File: src/rtl/tmr_pkg.sv
package tmr_pkg;

    // Register offsets inside the channel (firmware-visible map)
    localparam int OFS_LOAD   = 'h00;
    localparam int OFS_VALUE  = 'h04;
    localparam int OFS_CTRL   = 'h08;
    localparam int OFS_CLEAR  = 'h0C;
    localparam int OFS_RAW    = 'h10;
    localparam int OFS_MASKED = 'h14;
    localparam int OFS_BGLOAD = 'h18;

    // Control word; member order fixes bit positions 7..0
    typedef struct packed {
        logic       run;       // bit 7 enable
        logic       periodic;  // bit 6 1 = reload at zero
        logic       irq_en;    // bit 5 interrupt mask
        logic       spare;     // bit 4 stored, no function
        logic [1:0] div;       // bits 3:2 divider select
        logic       wide;      // bit 1 1 = 32-bit
        logic       single;    // bit 0 one-shot
    } ctrl_t;

    localparam logic [7:0] CTRL_RESET = 8'h20;

    // Per-cycle counter action
    typedef enum logic [2:0] {
        ACT_IDLE,
        ACT_FORCE,
        ACT_DEC,
        ACT_HOLD,
        ACT_RELOAD,
        ACT_WRAP
    } act_e;

endpackage

File: src/rtl/tmr_prescaler.sv
module tmr_prescaler #(
    parameter int DIV_MID  = 16,
    parameter int DIV_HIGH = 256
) (
    input  logic       clk,
    input  logic       rst_n,
    input  logic       run_i,
    input  logic [1:0] div_i,
    output logic       tick_o
);
    localparam int PW = $clog2(DIV_HIGH);

    logic [PW-1:0] cnt_q;
    logic [PW-1:0] limit;

    always_comb begin
        unique case (div_i)
            2'b00:   limit = '0;
            2'b01:   limit = PW'(DIV_MID - 1);
            default: limit = PW'(DIV_HIGH - 1);  // 10 and 11
        endcase
    end

    assign tick_o = run_i && (cnt_q == limit);

    always_ff @(posedge clk or negedge rst_n) begin
        if (!rst_n)               cnt_q <= '0;
        else if (!run_i)          cnt_q <= '0;
        else if (cnt_q == limit)  cnt_q <= '0;
        else                      cnt_q <= cnt_q + PW'(1);
    end
endmodule

File: src/rtl/tmr_downcount.sv
module tmr_downcount
    import tmr_pkg::*;
#(
    parameter int CNT_W = 32
) (
    input  logic             clk,
    input  logic             rst_n,
    input  logic             force_i,
    input  logic [CNT_W-1:0] force_val_i,
    input  logic             tick_i,
    input  logic             single_i,
    input  logic             periodic_i,
    input  logic             wide_i,
    input  logic [CNT_W-1:0] reload_i,
    output logic [CNT_W-1:0] count_o,
    output logic             zero_evt_o
);
    localparam int HALF = CNT_W / 2;

    logic [CNT_W-1:0] count_q;
    logic [CNT_W-1:0] wrap_val;
    logic             at_zero;
    act_e             act;

    assign at_zero  = (count_q == '0);
    assign wrap_val = wide_i ? {CNT_W{1'b1}} : {{(CNT_W-HALF){1'b0}}, {HALF{1'b1}}};

    // Action decode
    always_comb begin
        if (force_i)           act = ACT_FORCE;
        else if (!tick_i)      act = ACT_IDLE;
        else if (!at_zero)     act = ACT_DEC;
        else if (single_i)     act = ACT_HOLD;
        else if (periodic_i)   act = ACT_RELOAD;
        else                   act = ACT_WRAP;
    end

    // Count register
    always_ff @(posedge clk or negedge rst_n) begin
        if (!rst_n) begin
            count_q <= '1;
        end else begin
            unique case (act)
                ACT_FORCE:  count_q <= force_val_i;
                ACT_DEC:    count_q <= count_q - CNT_W'(1);
                ACT_RELOAD: count_q <= reload_i;
                ACT_WRAP:   count_q <= wrap_val;
                default:    count_q <= count_q;   // ACT_IDLE, ACT_HOLD
            endcase
        end
    end

    assign count_o    = count_q;
    assign zero_evt_o = tick_i && at_zero;
endmodule

File: src/rtl/tmr_irq_latch.sv
module tmr_irq_latch (
    input  logic clk,
    input  logic rst_n,
    input  logic set_i,
    input  logic clr_i,
    input  logic mask_i,
    output logic raw_o,
    output logic masked_o
);
    logic raw_q;

    always_ff @(posedge clk or negedge rst_n) begin
        if (!rst_n)      raw_q <= 1'b0;
        else if (clr_i)  raw_q <= 1'b0;   // clear beats a same-cycle set
        else if (set_i)  raw_q <= 1'b1;
    end

    assign raw_o    = raw_q;
    assign masked_o = raw_q & mask_i;
endmodule

File: src/rtl/tmr_regfile.sv
module tmr_regfile
    import tmr_pkg::*;
#(
    parameter int ADDR_W = 8,
    parameter int DATA_W = 32
) (
    input  logic              clk,
    input  logic              rst_n,
    input  logic              psel,
    input  logic              penable,
    input  logic              pwrite,
    input  logic [ADDR_W-1:0] paddr,
    input  logic [DATA_W-1:0] pwdata,
    input  logic [DATA_W-1:0] count_i,
    input  logic              raw_i,
    input  logic              masked_i,
    output ctrl_t             ctrl_o,
    output logic [DATA_W-1:0] reload_o,
    output logic              wr_load_o,
    output logic              wr_clr_o,
    output logic [DATA_W-1:0] wval_o,
    output logic [DATA_W-1:0] prdata
);
    localparam int HALF = DATA_W / 2;
    localparam logic [ADDR_W-1:0] A_LOAD   = ADDR_W'(OFS_LOAD);
    localparam logic [ADDR_W-1:0] A_VALUE  = ADDR_W'(OFS_VALUE);
    localparam logic [ADDR_W-1:0] A_CTRL   = ADDR_W'(OFS_CTRL);
    localparam logic [ADDR_W-1:0] A_CLEAR  = ADDR_W'(OFS_CLEAR);
    localparam logic [ADDR_W-1:0] A_RAW    = ADDR_W'(OFS_RAW);
    localparam logic [ADDR_W-1:0] A_MASKED = ADDR_W'(OFS_MASKED);
    localparam logic [ADDR_W-1:0] A_BGLOAD = ADDR_W'(OFS_BGLOAD);

    ctrl_t             ctrl_q;
    logic [DATA_W-1:0] reload_q;
    logic              wr;
    logic              wr_load, wr_bg, wr_ctrl;
    logic [DATA_W-1:0] wval;

    assign wr      = psel && penable && pwrite;
    assign wr_load = wr && (paddr == A_LOAD);
    assign wr_bg   = wr && (paddr == A_BGLOAD);
    assign wr_ctrl = wr && (paddr == A_CTRL);

    // Width masking of written period values
    assign wval = ctrl_q.wide ? pwdata : {{(DATA_W-HALF){1'b0}}, pwdata[HALF-1:0]};

    always_ff @(posedge clk or negedge rst_n) begin
        if (!rst_n)        ctrl_q <= ctrl_t'(CTRL_RESET);
        else if (wr_ctrl)  ctrl_q <= ctrl_t'(pwdata[7:0]);
    end

    always_ff @(posedge clk or negedge rst_n) begin
        if (!rst_n)                 reload_q <= '0;
        else if (wr_load || wr_bg)  reload_q <= wval;
    end

    // Read mux
    always_comb begin
        unique case (paddr)
            A_LOAD,
            A_BGLOAD: prdata = reload_q;
            A_VALUE:  prdata = count_i;
            A_CTRL:   prdata = DATA_W'(ctrl_q);
            A_RAW:    prdata = DATA_W'(raw_i);
            A_MASKED: prdata = DATA_W'(masked_i);
            default:  prdata = '0;   // clear register and unmapped space
        endcase
    end

    assign ctrl_o    = ctrl_q;
    assign reload_o  = reload_q;
    assign wr_load_o = wr_load;
    assign wr_clr_o  = wr && (paddr == A_CLEAR);
    assign wval_o    = wval;
endmodule

File: src/rtl/apb_countdown_timer.sv
module apb_countdown_timer
    import tmr_pkg::*;
#(
    parameter int ADDR_W   = 8,
    parameter int DATA_W   = 32,
    parameter int DIV_MID  = 16,
    parameter int DIV_HIGH = 256
) (
    input  logic              pclk,
    input  logic              presetn,
    input  logic              psel,
    input  logic              penable,
    input  logic              pwrite,
    input  logic [ADDR_W-1:0] paddr,
    input  logic [DATA_W-1:0] pwdata,
    output logic [DATA_W-1:0] prdata,
    output logic              pready,
    output logic              pslverr,
    output logic              tmr_irq
);
    ctrl_t             ctrl_q;
    logic [DATA_W-1:0] reload_q;
    logic [DATA_W-1:0] count_q;
    logic [DATA_W-1:0] wval;
    logic              wr_load, wr_clr;
    logic              tick, zero_evt;
    logic              ris_q, mis;

    tmr_regfile #(.ADDR_W(ADDR_W), .DATA_W(DATA_W)) u_regs (
        .clk(pclk), .rst_n(presetn),
        .psel(psel), .penable(penable), .pwrite(pwrite),
        .paddr(paddr), .pwdata(pwdata),
        .count_i(count_q), .raw_i(ris_q), .masked_i(mis),
        .ctrl_o(ctrl_q), .reload_o(reload_q),
        .wr_load_o(wr_load), .wr_clr_o(wr_clr),
        .wval_o(wval), .prdata(prdata)
    );

    tmr_prescaler #(.DIV_MID(DIV_MID), .DIV_HIGH(DIV_HIGH)) u_pre (
        .clk(pclk), .rst_n(presetn),
        .run_i(ctrl_q.run), .div_i(ctrl_q.div), .tick_o(tick)
    );

    tmr_downcount #(.CNT_W(DATA_W)) u_cnt (
        .clk(pclk), .rst_n(presetn),
        .force_i(wr_load), .force_val_i(wval),
        .tick_i(tick), .single_i(ctrl_q.single),
        .periodic_i(ctrl_q.periodic), .wide_i(ctrl_q.wide),
        .reload_i(reload_q), .count_o(count_q), .zero_evt_o(zero_evt)
    );

    tmr_irq_latch u_irq (
        .clk(pclk), .rst_n(presetn),
        .set_i(zero_evt), .clr_i(wr_clr), .mask_i(ctrl_q.irq_en),
        .raw_o(ris_q), .masked_o(mis)
    );

    assign tmr_irq = mis;
    assign pready  = 1'b1;
    assign pslverr = 1'b0;
endmodule

File: config.mk
export PLATFORM = sky130hd
export DESIGN_NAME = apb_countdown_timer
export DESIGN_NICKNAME = d
export VERILOG_FILES = /design/src/rtl/tmr_pkg.sv /design/src/rtl/tmr_prescaler.sv /design/src/rtl/tmr_downcount.sv /design/src/rtl/tmr_irq_latch.sv /design/src/rtl/tmr_regfile.sv /design/src/rtl/apb_countdown_timer.sv
export SDC_FILE = /design/constraint.sdc
export NUM_CORES = 1
export LEC_CHECK = 0
export ABC_AREA = 1
export CORE_UTILIZATION = 45
export DETAILED_ROUTE_END_ITERATION = 10
export GPL_ROUTABILITY_DRIVEN = 0
export GPL_TIMING_DRIVEN = 0
export PLACE_DENSITY = 0.68
export SLEW_MARGIN = 20
export SYNTH_ARGS = -nofsm -noshare
export SYNTH_HDL_FRONTEND = slang
export SYNTH_SLANG_ARGS = --single-unit
File: constraint.sdc
create_clock -name pclk -period 2.1 [get_ports pclk]
set_input_delay 0.42 -clock pclk [delete_from_list [all_inputs] [get_ports pclk]]
set_output_delay 0.42 -clock pclk [all_outputs]
set_load 0.1 [all_outputs]
# [Word-level counts from Yosys, hierarchy flattened]
# Index checks and enable logic that the tools add are counted.
[word_totals] wordCells=55 output_inout_bits=35 input_bits=45 ff_bits=81
[classes] n_reduce_logical=15 addsub=2 bitwise_logic=1 eq_ne=12 muxes=14
[ops] op="case mux 32 bit (5 select lines)" count=1
[ops] op="case mux 32 bit (4 select lines)" count=1
[ops] op="2-to-1 mux 32 bit" count=2
[ops] op="zero test 32 bit" count=1
[ops] op="subtractor 32 x 1 -> 32 bit, second input constant" count=1
[ops] op="== test 8 x 5 -> 1 bit, second input constant" count=3
[ops] op="== test 8 x 4 -> 1 bit, second input constant" count=2
[ops] op="2-to-1 mux 8 bit" count=2
[ops] op="case mux 8 bit (2 select lines)" count=1
[ops] op="2-to-1 mux 3 bit" count=4
[ops] op="adder 8 x 1 -> 8 bit, second input constant" count=1
[ops] op="== test 8 x 3 -> 1 bit, second input constant" count=1
[ops] op="== test 8 bit" count=1
[ops] op="logical AND 1 bit" count=8
[ops] op="zero test 8 bit" count=1
[ops] op="== test 3 bit, second input constant" count=2
[ops] op="nonzero test 4 bit" count=1
[ops] op="== test 3 x 1 -> 1 bit, second input constant" count=1
[ops] op="== test 3 x 2 -> 1 bit, second input constant" count=1
[ops] op="2-to-1 mux 1 bit" count=3
[ops] op="== test 2 x 1 -> 1 bit, second input constant" count=1
[ops] op="zero test 2 bit" count=1
[ops] op="nonzero test 2 bit" count=1
[ops] op="OR reduction 2 bit" count=1
[ops] op="other kinds (2)" count=2

# [Depth between registers and ports, before layout]
# Gate-level depths: netlist of the first run.
[logic_depth] word_depth=8 ltp_mapped=15 ltp_nobuf=14

# [Modules after synthesis]
# Synthesis of the first run repeated with hierarchy kept, for this count alone.
[hier_totals] hier_cells=949 area_unflattened_um2=6214.7
[modules_own_cells] mod="tmr_downcount" cells_per_inst=510 area_each_um2=3115.5 seq_area_each_um2=840.8 instances=1
[modules_own_cells] mod="tmr_regfile" cells_per_inst=373 area_each_um2=2592.5 seq_area_each_um2=1002.2 instances=1
[modules_own_cells] mod="tmr_prescaler" cells_per_inst=57 area_each_um2=444.2 seq_area_each_um2=200.2 instances=1
[modules_own_cells] mod="tmr_irq_latch" cells_per_inst=5 area_each_um2=40.0 seq_area_each_um2=25.0 instances=1
[modules_own_cells] mod="apb_countdown_timer" cells_per_inst=4 area_each_um2=22.5 seq_area_each_um2=0.0 instances=1

# [Least setup slack after synthesis of the first run]
# OpenSTA, ideal clock, no wires.
[synth_path] path_type="input-to-output" startpoint="input port paddr[7]" endpoint="output port prdata[12]" slack_ns=-1.487 required_ns=1.680 arrival_ns=3.167 cell_stages=6 path_buffers=1 path_cell_list="nor2_1 nand2_1 inv_1 nand4_1 clkbuf_1 o21ai_0"
[synth_between] elab_chain_len=3 elab_cells_between_ends=8 cone_classes="eq/ne: 5; mux: 1; reduce/logical: 2"
[synth_lines] item="start: declaration" line="apb_countdown_timer.sv:14" rtl="input logic [ADDR_W-1:0] paddr,"
[synth_lines] item="== test 8 x 5 -> 1 bit / zero test 8 bit (equally long branches)" line="tmr_regfile.sv:59" rtl="unique case (paddr)"
[synth_lines] item="OR reduction 2 bit" line="tmr_regfile.sv:59"
[synth_lines] item="case mux 32 bit (5 select lines) (*)" line="tmr_regfile.sv:59"
[synth_lines] item="end: declaration" line="apb_countdown_timer.sv:16" rtl="output logic [DATA_W-1:0] prdata,"
# Every way passes the cells marked *; elsewhere a longest branch is shown, timed or not.

# [Final worst setup path of the first run]
[layout_path] startpoint="register u_pre.cnt_q[5]" endpoint="register u_cnt.count_q[19] (netlist: u_cnt.count_o[19])"
[layout_between] elab_chain_len=6 elab_cells_between_ends=10 cone_classes="eq/ne: 5; mux: 3; reduce/logical: 2"
[layout_lines] item="start: declaration" line="tmr_prescaler.sv:13" rtl="logic [PW-1:0] cnt_q;"
[layout_lines] item="start signal: assignment" line="tmr_prescaler.sv:30" rtl="else cnt_q <= cnt_q + PW'(1);"
[layout_lines] item="== test 8 bit (*)" line="tmr_prescaler.sv:24" rtl="assign tick_o = run_i && (cnt_q == limit);"
[layout_lines] item="logical AND 1 bit (*)" line="tmr_prescaler.sv:24"
[layout_lines] item="2-to-1 mux 3 bit (*)" line="tmr_downcount.sv:31" rtl="else if (!tick_i) act = ACT_IDLE;"
[layout_lines] item="2-to-1 mux 3 bit (*)" line="tmr_downcount.sv:30" rtl="if (force_i) act = ACT_FORCE;"
[layout_lines] item="== test 3 bit (tied with other cells)" line="tmr_downcount.sv:43" rtl="unique case (act)"
[layout_lines] item="case mux 32 bit (4 select lines) / nonzero test 4 bit (equally long branches)"
[layout_lines] item="end signal: assignment" line="tmr_downcount.sv:44" rtl="ACT_FORCE: count_q <= force_val_i;"
[layout_lines] item="end signal: assignment" line="tmr_downcount.sv:45" rtl="ACT_DEC: count_q <= count_q - CNT_W'(1);"
[layout_lines] item="end signal: assignment" line="tmr_downcount.sv:46" rtl="ACT_RELOAD: count_q <= reload_i;"
[layout_lines] item="end: declaration" line="tmr_downcount.sv:20" rtl="logic [CNT_W-1:0] count_q;"
# Marked as above.
# A chain may end at the register's enable or synchronous reset.

==> metrics.cfg, run 1 <==
[run_status]
status=complete, but fails checks
violations=negative setup slack

[clocking]
cts_root_buf=clkbuf_16
clock_path_buffers=2
cts_tree=done
ctsHoldBuffers=0
cts_inserted_buffers=9
clkTransAtPathRegs_ps=60
clock-sinks=81
clk_latency_ps=350
cts_htree_levels=3

[logic_synthesis]
async_flop_share_pct=100
yosysTopAreaCell=dfrtp_1
synthFlopType=dfrtp_1
ys_seq_area_share_pct=36.6
ys_ff_latch=81
synth_nets=875
synthTopCellsByCount=239 x nand2_1, 115 x o21ai_0, 96 x nor2_1, 84 x inv_1, 62 x nand3_1
postSynthAreaPerCell_um2=6.83
yosysWarningCount=0
synth_area_leaders=dfrtp_1 21%, nand2_1 16%, dfstp_2 15%
syn-cell-area_um2=5650
synth_cells=827
yosysMostFrequentCell=nand2_1
synth_top_area_share_pct=21.3
synthDistinctLibCells=40
synth_edf_count=0

[global_routing]
grt_pass1_wl_um=33500
grt_max_degree=51
grt_busiest_layer=met2
grt_pass1_vias=6374
track_usage_pct=34.1
use_met1_pct=45.4
use_met2_pct=52.7
grt_use_met3_pct=7.15
antenna_found_initial=0
grt-ovfl-total=0

[routing]
wl_um=24000
num_vias=6898
drt-wirelength-per-cell_um=20.8
antenna_left=0
firstDrtPassIters=8
drtIter0Drc=903
drc=0
viasPerCell=5.98

[power_and_ir_drop]
p_per_area_nw_per_um2=585
p_total_w=0.00543
p_seq_share_pct=41.4
p_sw_w=0.00202
switching_share_pct=37.3
internal-power_w=0.00341
ir_drop_v=0.000349
combPwrFrac_pct=29.7
p_clk_share_pct=28.9
power.leakage_nw=4.37

[placed_design]
dp_hpwl_um=14100
port_buffers=77

[timing]
setup_viol=62
finalWorstSetupSlack_ps=-198
clock_skew_ps=7.95
fin_crit_sh_pct=109
tightest_slew_ps=639
holdWs_ps=23.7
min_period_ps=2300
grt_setup_unrepaired=yes
finalHoldViolCount=0
fmax_mhz=435
slew-limit-headroom_pct=57.4
slew_violations=0

[setup_path]
crit_required_ps=2380
reg2reg_from=u_pre.cnt_q[5]
r2r_end=u_cnt.count_o[19]
end_kind=flop
rrSetupSlack_ps=-200
arrival_ps=2580
critical_path_class=flop to flop
worstSetupStartpointType=flop
crit_fanout=5
r2r_cells=12

[cells_and_area]
insertedDiodeCount=0
multi_input_area_um2=4150
syn_to_final_growth_pct=64.2
layout-drive-gt1-share_pct=39.0
nets=1028
final-seq-area_um2=2070
fillers=806

[floorplan]
die_y_um=114
io_pins=80
die_area_um2=13000
die_w_um=114
start_util_pct=46.7
num_rows=40
core_um2=12100

[job]
maxCapViolCount=0

[min_path]
hp-class=primary input to async pin

==> repair_timing <==
action                                  in CTS  in global routing
endpoints found under the setup margin     105                 64
gates resized for setup                    488                156
pin swaps                                   31                 47
gates cloned                                 5                  4
buffers inserted                            37                 22
==> registers in the layout, indices dropped and copies added (netlist names) <==
register and count:
u_regs.ctrl_o 8, u_cnt.count_o 32, u_regs.reload_o 32, u_irq.raw_o 1, u_pre.cnt_q 8
==> how the worst max path moves through the flow <==
stage / from / to / slack [ps] / depth (start not counted)
floorplan: paddr[1] / prdata[2] / -840 / 5
global placement: presetn / u_pre.cnt_q[1] / -2370 / 1
detailed placement: paddr[1] / prdata[21] / -1770 / 10
CTS: paddr[0] / prdata[8] / -100 / 11
global route: u_pre.cnt_q[5] / u_cnt.count_o[19] / -260 / 12
finish: u_pre.cnt_q[5] / u_cnt.count_o[19] / -200 / 12
==> critical path, cell delays in order, from the launching register on <==
cell       delay, ps
dfrtp_1          440
nand2_1          120
nor2_1           110
nand2_1           50
nand2_1          120
nand2_1          120
nor2_4           180
nand3_4          190
o21bai_4         290
buf_6            180
clkbuf_16        150
nand4_1          120
nand3_1          140
==> layout by cell type (no fill, tap or decap), drive strengths merged <==
master,n
nand2,247
o21ai,128
buf,116
nor2,106
inv,87
nand3,64
dfrtp,48
clkdlybuf4s50,35
clkbuf,35
dfstp,33
xor2,23
nand4,17
a21oi,9
clkinv,6
o221ai,5
nor3,5
xnor2,4
o211ai,3
ha,3
o22ai,2
conb,2
o2111ai,1
a22oi,1
nor3b,1
o21bai,1
nor4,1
bufinv,1
clkdlybuf4s15,1
==> power groups by stage <==
stage          registers [W]  logic (W)  clock network, W
2_1_floorplan        0.00205   0.000836                 0
3_3_place_gp         0.00213    0.00111                 0
3_5_place_dp         0.00213    0.00114                 0
4_1_cts              0.00216    0.00134           0.00158
5_1_grt              0.00227    0.00172           0.00165
6_report             0.00225    0.00161           0.00157
==> cell type report <==
type | count | area share, %
Timing Repair Buffer | 144 | 19.8
Inverter | 88 | 3.78
Tap cell | 168 | 2.27
Clock buffer | 10 | 2.47
Clock inverter | 6 | 0.634
Multi-Input combinational cell | 623 | 44.7
Buffer | 33 | 4.03
Sequential cell | 81 | 22.3
==> per-stage QoR <==
step	setup TNS, ps	instance area, um2	cells	worst slack [ps]	util [%]
2_1_floorplan	-8380	5930	827	-840	-
3_3_place_gp	-252180	6920	1072	-2370	57.1
3_5_place_dp	-96730	6940	1073	-1770	57.3
4_1_cts	-1670	8590	1131	-100	70.9
5_1_grt	-10260	9280	1153	-259	76.6
6_report	-5960	9280	1153	-198	76.6
==> logic make-up (layout without fill, tap and decap cells) <==
family | Yosys count | in the layout | share of synthesized area [%]
and+or+nand+nor | 441 | 441 | 34.9
AOI/OAI and AO/OA | 150 | 150 | 14.1
buffers and inverters | 123 | 281 | 9.34
DFF | 81 | 81 | 36.6
xor gates and xnor gates | 27 | 27 | 4.18
adders and majority gates | 3 | 3 | 0.664
other | 2 | 2 | 0.133
==> metal layers <==
metal | share of wire [%] | vias up
li1 | - | 2985
met1 | 38 | 3255
met2 | 45 | 528
met3 | 11 | 130
met4 | 5.7 | 0
met5 | 0 | -
Power figures use the tool's default switching activity.
==> run 2, diff against run 1 <==
--- a/config.mk
+++ b/config.mk
@@ -9,7 +9,7 @@
 export CORE_UTILIZATION = 45
 export DETAILED_ROUTE_END_ITERATION = 10
 export GPL_ROUTABILITY_DRIVEN = 0
-export GPL_TIMING_DRIVEN = 0
+export GPL_TIMING_DRIVEN = 1
 export PLACE_DENSITY = 0.68
 export SLEW_MARGIN = 20
 export SYNTH_ARGS = -nofsm -noshare
==> run 2 against run 1 <==
Against the previous run: the run still ends with negative setup slack left; clock power increased by 9%; power is 7.4% higher; worst setup slack worse by 9.8 ps; first-iteration DRC count fell by 4.5%; clock skew rose by 6.0 ps; sequential share of layout area decreased by 0.96 points; fmax fell by 0.43%; sequential power is 9.3% lower; clock-buffer cell count up 4; register-to-register slack is essentially flat; largest cell class unchanged.
==> metrics.cfg, run 2 (synthesis gave the netlist of run 1 again) <==
[run_status]
status=complete, but fails checks
violations=negative setup slack

[clocking]
clock-sinks=81  ; unchanged
cts_tree=done
clk_latency_ps=360  ; about the same
cts_root_buf=clkbuf_16
cts_inserted_buffers=9  ; unchanged
cts_htree_levels=3  ; unchanged
clock_path_buffers=2  ; unchanged
clkTransAtPathRegs_ps=70  ; about the same

[global_routing]
grt_max_degree=55  ; +7.8%
grt_pass1_wl_um=34000  ; +1.4%
antenna_found_initial=0  ; unchanged
grt_pass1_vias=6550  ; +2.8%
grt-ovfl-total=0  ; unchanged
track_usage_pct=34.3  ; +0.18 points

[timing]
setup_viol=56  ; -9.7%
finalWorstSetupSlack_ps=-208  ; -9.82 ps
slew_violations=0  ; unchanged
fin_crit_sh_pct=110  ; +0.47 points
finalHoldViolCount=0  ; unchanged
fmax_mhz=433  ; -0.43%
min_period_ps=2310  ; +9.82 ps
grt_setup_unrepaired=yes
clock_skew_ps=13.9  ; +5.99 ps

[min_path]
hp-class=flop to flop
holdCritStartpoint=u_cnt.count_o[1]

[cells_and_area]
fillers=758  ; -6.0%
insertedDiodeCount=0  ; unchanged
layout_commonest_cell=nand2_1
multi_input_area_um2=4000  ; -3.5%
final_area_um2=9690  ; +4.4%
final-seq-area_um2=2070  ; about the same
syn_to_final_growth_pct=71.5
nets=1083  ; +5.4%
layout-drive-gt1-share_pct=41.0  ; +2.0 points
fin_cells=1208  ; +4.8%
final_cell_mix=190 x nand2_1, 103 x buf_4, 70 x inv_1

[power_and_ir_drop]
internal-power_w=0.00371  ; +8.9%
switching_share_pct=36.4  ; -0.88 points
p_clk_share_pct=29.2  ; +0.3 points
ir_drop_v=0.000381  ; +9.1%
combPwrFrac_pct=35.8  ; +6.1 points
p_seq_share_pct=34.9  ; -6.5 points
p_per_area_nw_per_um2=602  ; +2.8%
power.leakage_nw=4.37  ; about the same
p_sw_w=0.00212  ; +4.9%

[setup_path]
worstSetupStartpointType=flop
crit_required_ps=2410  ; +30 ps
crit_chain=inv_2 -> ha_4 -> nand2_4 -> buf_6 -> inv_2 -> nand3_2 -> nor2_4 -> nand4_1 -> nor2_4 -> buf_12 -> buf_8 -> nand3_1 -> o21ai_1 -> o21ai_1 -> nand2_1
crit_fanout=6  ; +1
end_kind=flop
reg2reg_from=u_cnt.count_o[1]
max_stage_delay_ps=380  ; -60 ps
crit_path_start=u_cnt.count_o[1]
arrival_ps=2620  ; +40 ps
critical_path_class=flop to flop
critical_path.slowest_cell=dfstp_2

[routing]
antenna_left=0  ; unchanged
drt-wirelength-per-cell_um=20.6  ; -0.77%
drtIter0Drc=862  ; -4.5%
viasPerCell=5.96  ; -0.37%
firstDrtPassIters=7  ; -1
drc=0  ; unchanged
num_vias=7200  ; +4.4%
wl_um=24900  ; +4.0%

[floorplan]
io_pins=80  ; unchanged
num_rows=40  ; unchanged
die_w_um=114  ; unchanged
die_y_um=114  ; unchanged
core_um2=12100  ; unchanged
start_util_pct=46.7  ; unchanged
die_area_um2=13000  ; unchanged

[placed_design]
dp_hpwl_um=13800  ; -2.2%
port_buffers=77  ; unchanged
placed_area_um2=8010  ; +15%
placed_cells=1147  ; +6.9%

[job]
maxCapViolCount=0  ; unchanged

-- run 2: path summary, 6_finish.rpt --
path,end,slack (ps),cells past startpoint
min in group asynchronous,u_regs.reload_o[16],530,2
max in group asynchronous,u_cnt.count_o[5],860,3
worst min register to register,u_cnt.count_o[1],480,2
worst max-delay path,u_cnt.count_o[1],-210,15
worst min-delay path,u_cnt.count_o[1],480,2
worst max register to register,u_cnt.count_o[1],-210,15
-- run 2: power groups by stage --
| stage | Clock [W] | Sequential (W) | Combinational (W) |
|---|---|---|---|
| after floorplan | 0 | 0.00205 | 0.000836 |
| after global placement | 0 | 0.00199 | 0.00163 |
| after detailed placement | 0 | 0.00200 | 0.00167 |
| after CTS | 0.00168 | 0.00199 | 0.00176 |
| after global routing | 0.00176 | 0.00206 | 0.00221 |
| final | 0.00171 | 0.00204 | 0.00209 |
-- run 2: final cells by class --
class / count / share of cell area, %
Inverter: 88 / 3.67
Timing Repair Buffer: 231 / 28.3
Multi-Input combinational cell: 624 / 41.3
Tap cell: 168 / 2.17
Sequential cell: 81 / 21.4
Clock buffer: 14 / 2.83
Clock inverter: 2 / 0.361
-- run 2: what timing repair did --
item | in CTS | in global routing
endpoints found under the hold margin | 1 | 0
pin swaps | 27 | 65
gates resized for setup | 127 | 174
buffers inserted | 26 | 13
hold buffers | 1 | 0
endpoints found under the setup margin | 64 | 64
cloned | 9 | 4
-- run 2: worst max-delay path: cells and delay by family (launching register included) --
family / cells / cell delay, ps
compound gates: 2 / 230
fa+ha+maj: 1 / 150
buf+inv: 5 / 570
flops: 1 / 380
simple gates: 7 / 940
-- run 2: through the flow --
stage	setup TNS (ps)	hold WS (ps)	power, W	utilization (%)	worst slack (ps)
2_1_floorplan	-8380	124	0.00289	-	-840
3_3_place_gp	-32050	374	0.00362	66.1	-498
3_5_place_dp	-39750	380	0.00367	66.1	-560
4_1_cts	-4030	467	0.00543	75.0	-174
5_1_grt	-10220	514	0.00603	80.0	-332
6_report	-6150	483	0.00583	80.0	-208
-- run 2: routing by layer --
metal  track usage, %  wire [um]  share of wire (%)
met1             45.4       9100                 37
met2             54.8      11600                 47
met3             4.34       2550                 10
met4             18.7       1640                6.6
met5                0          0                  0
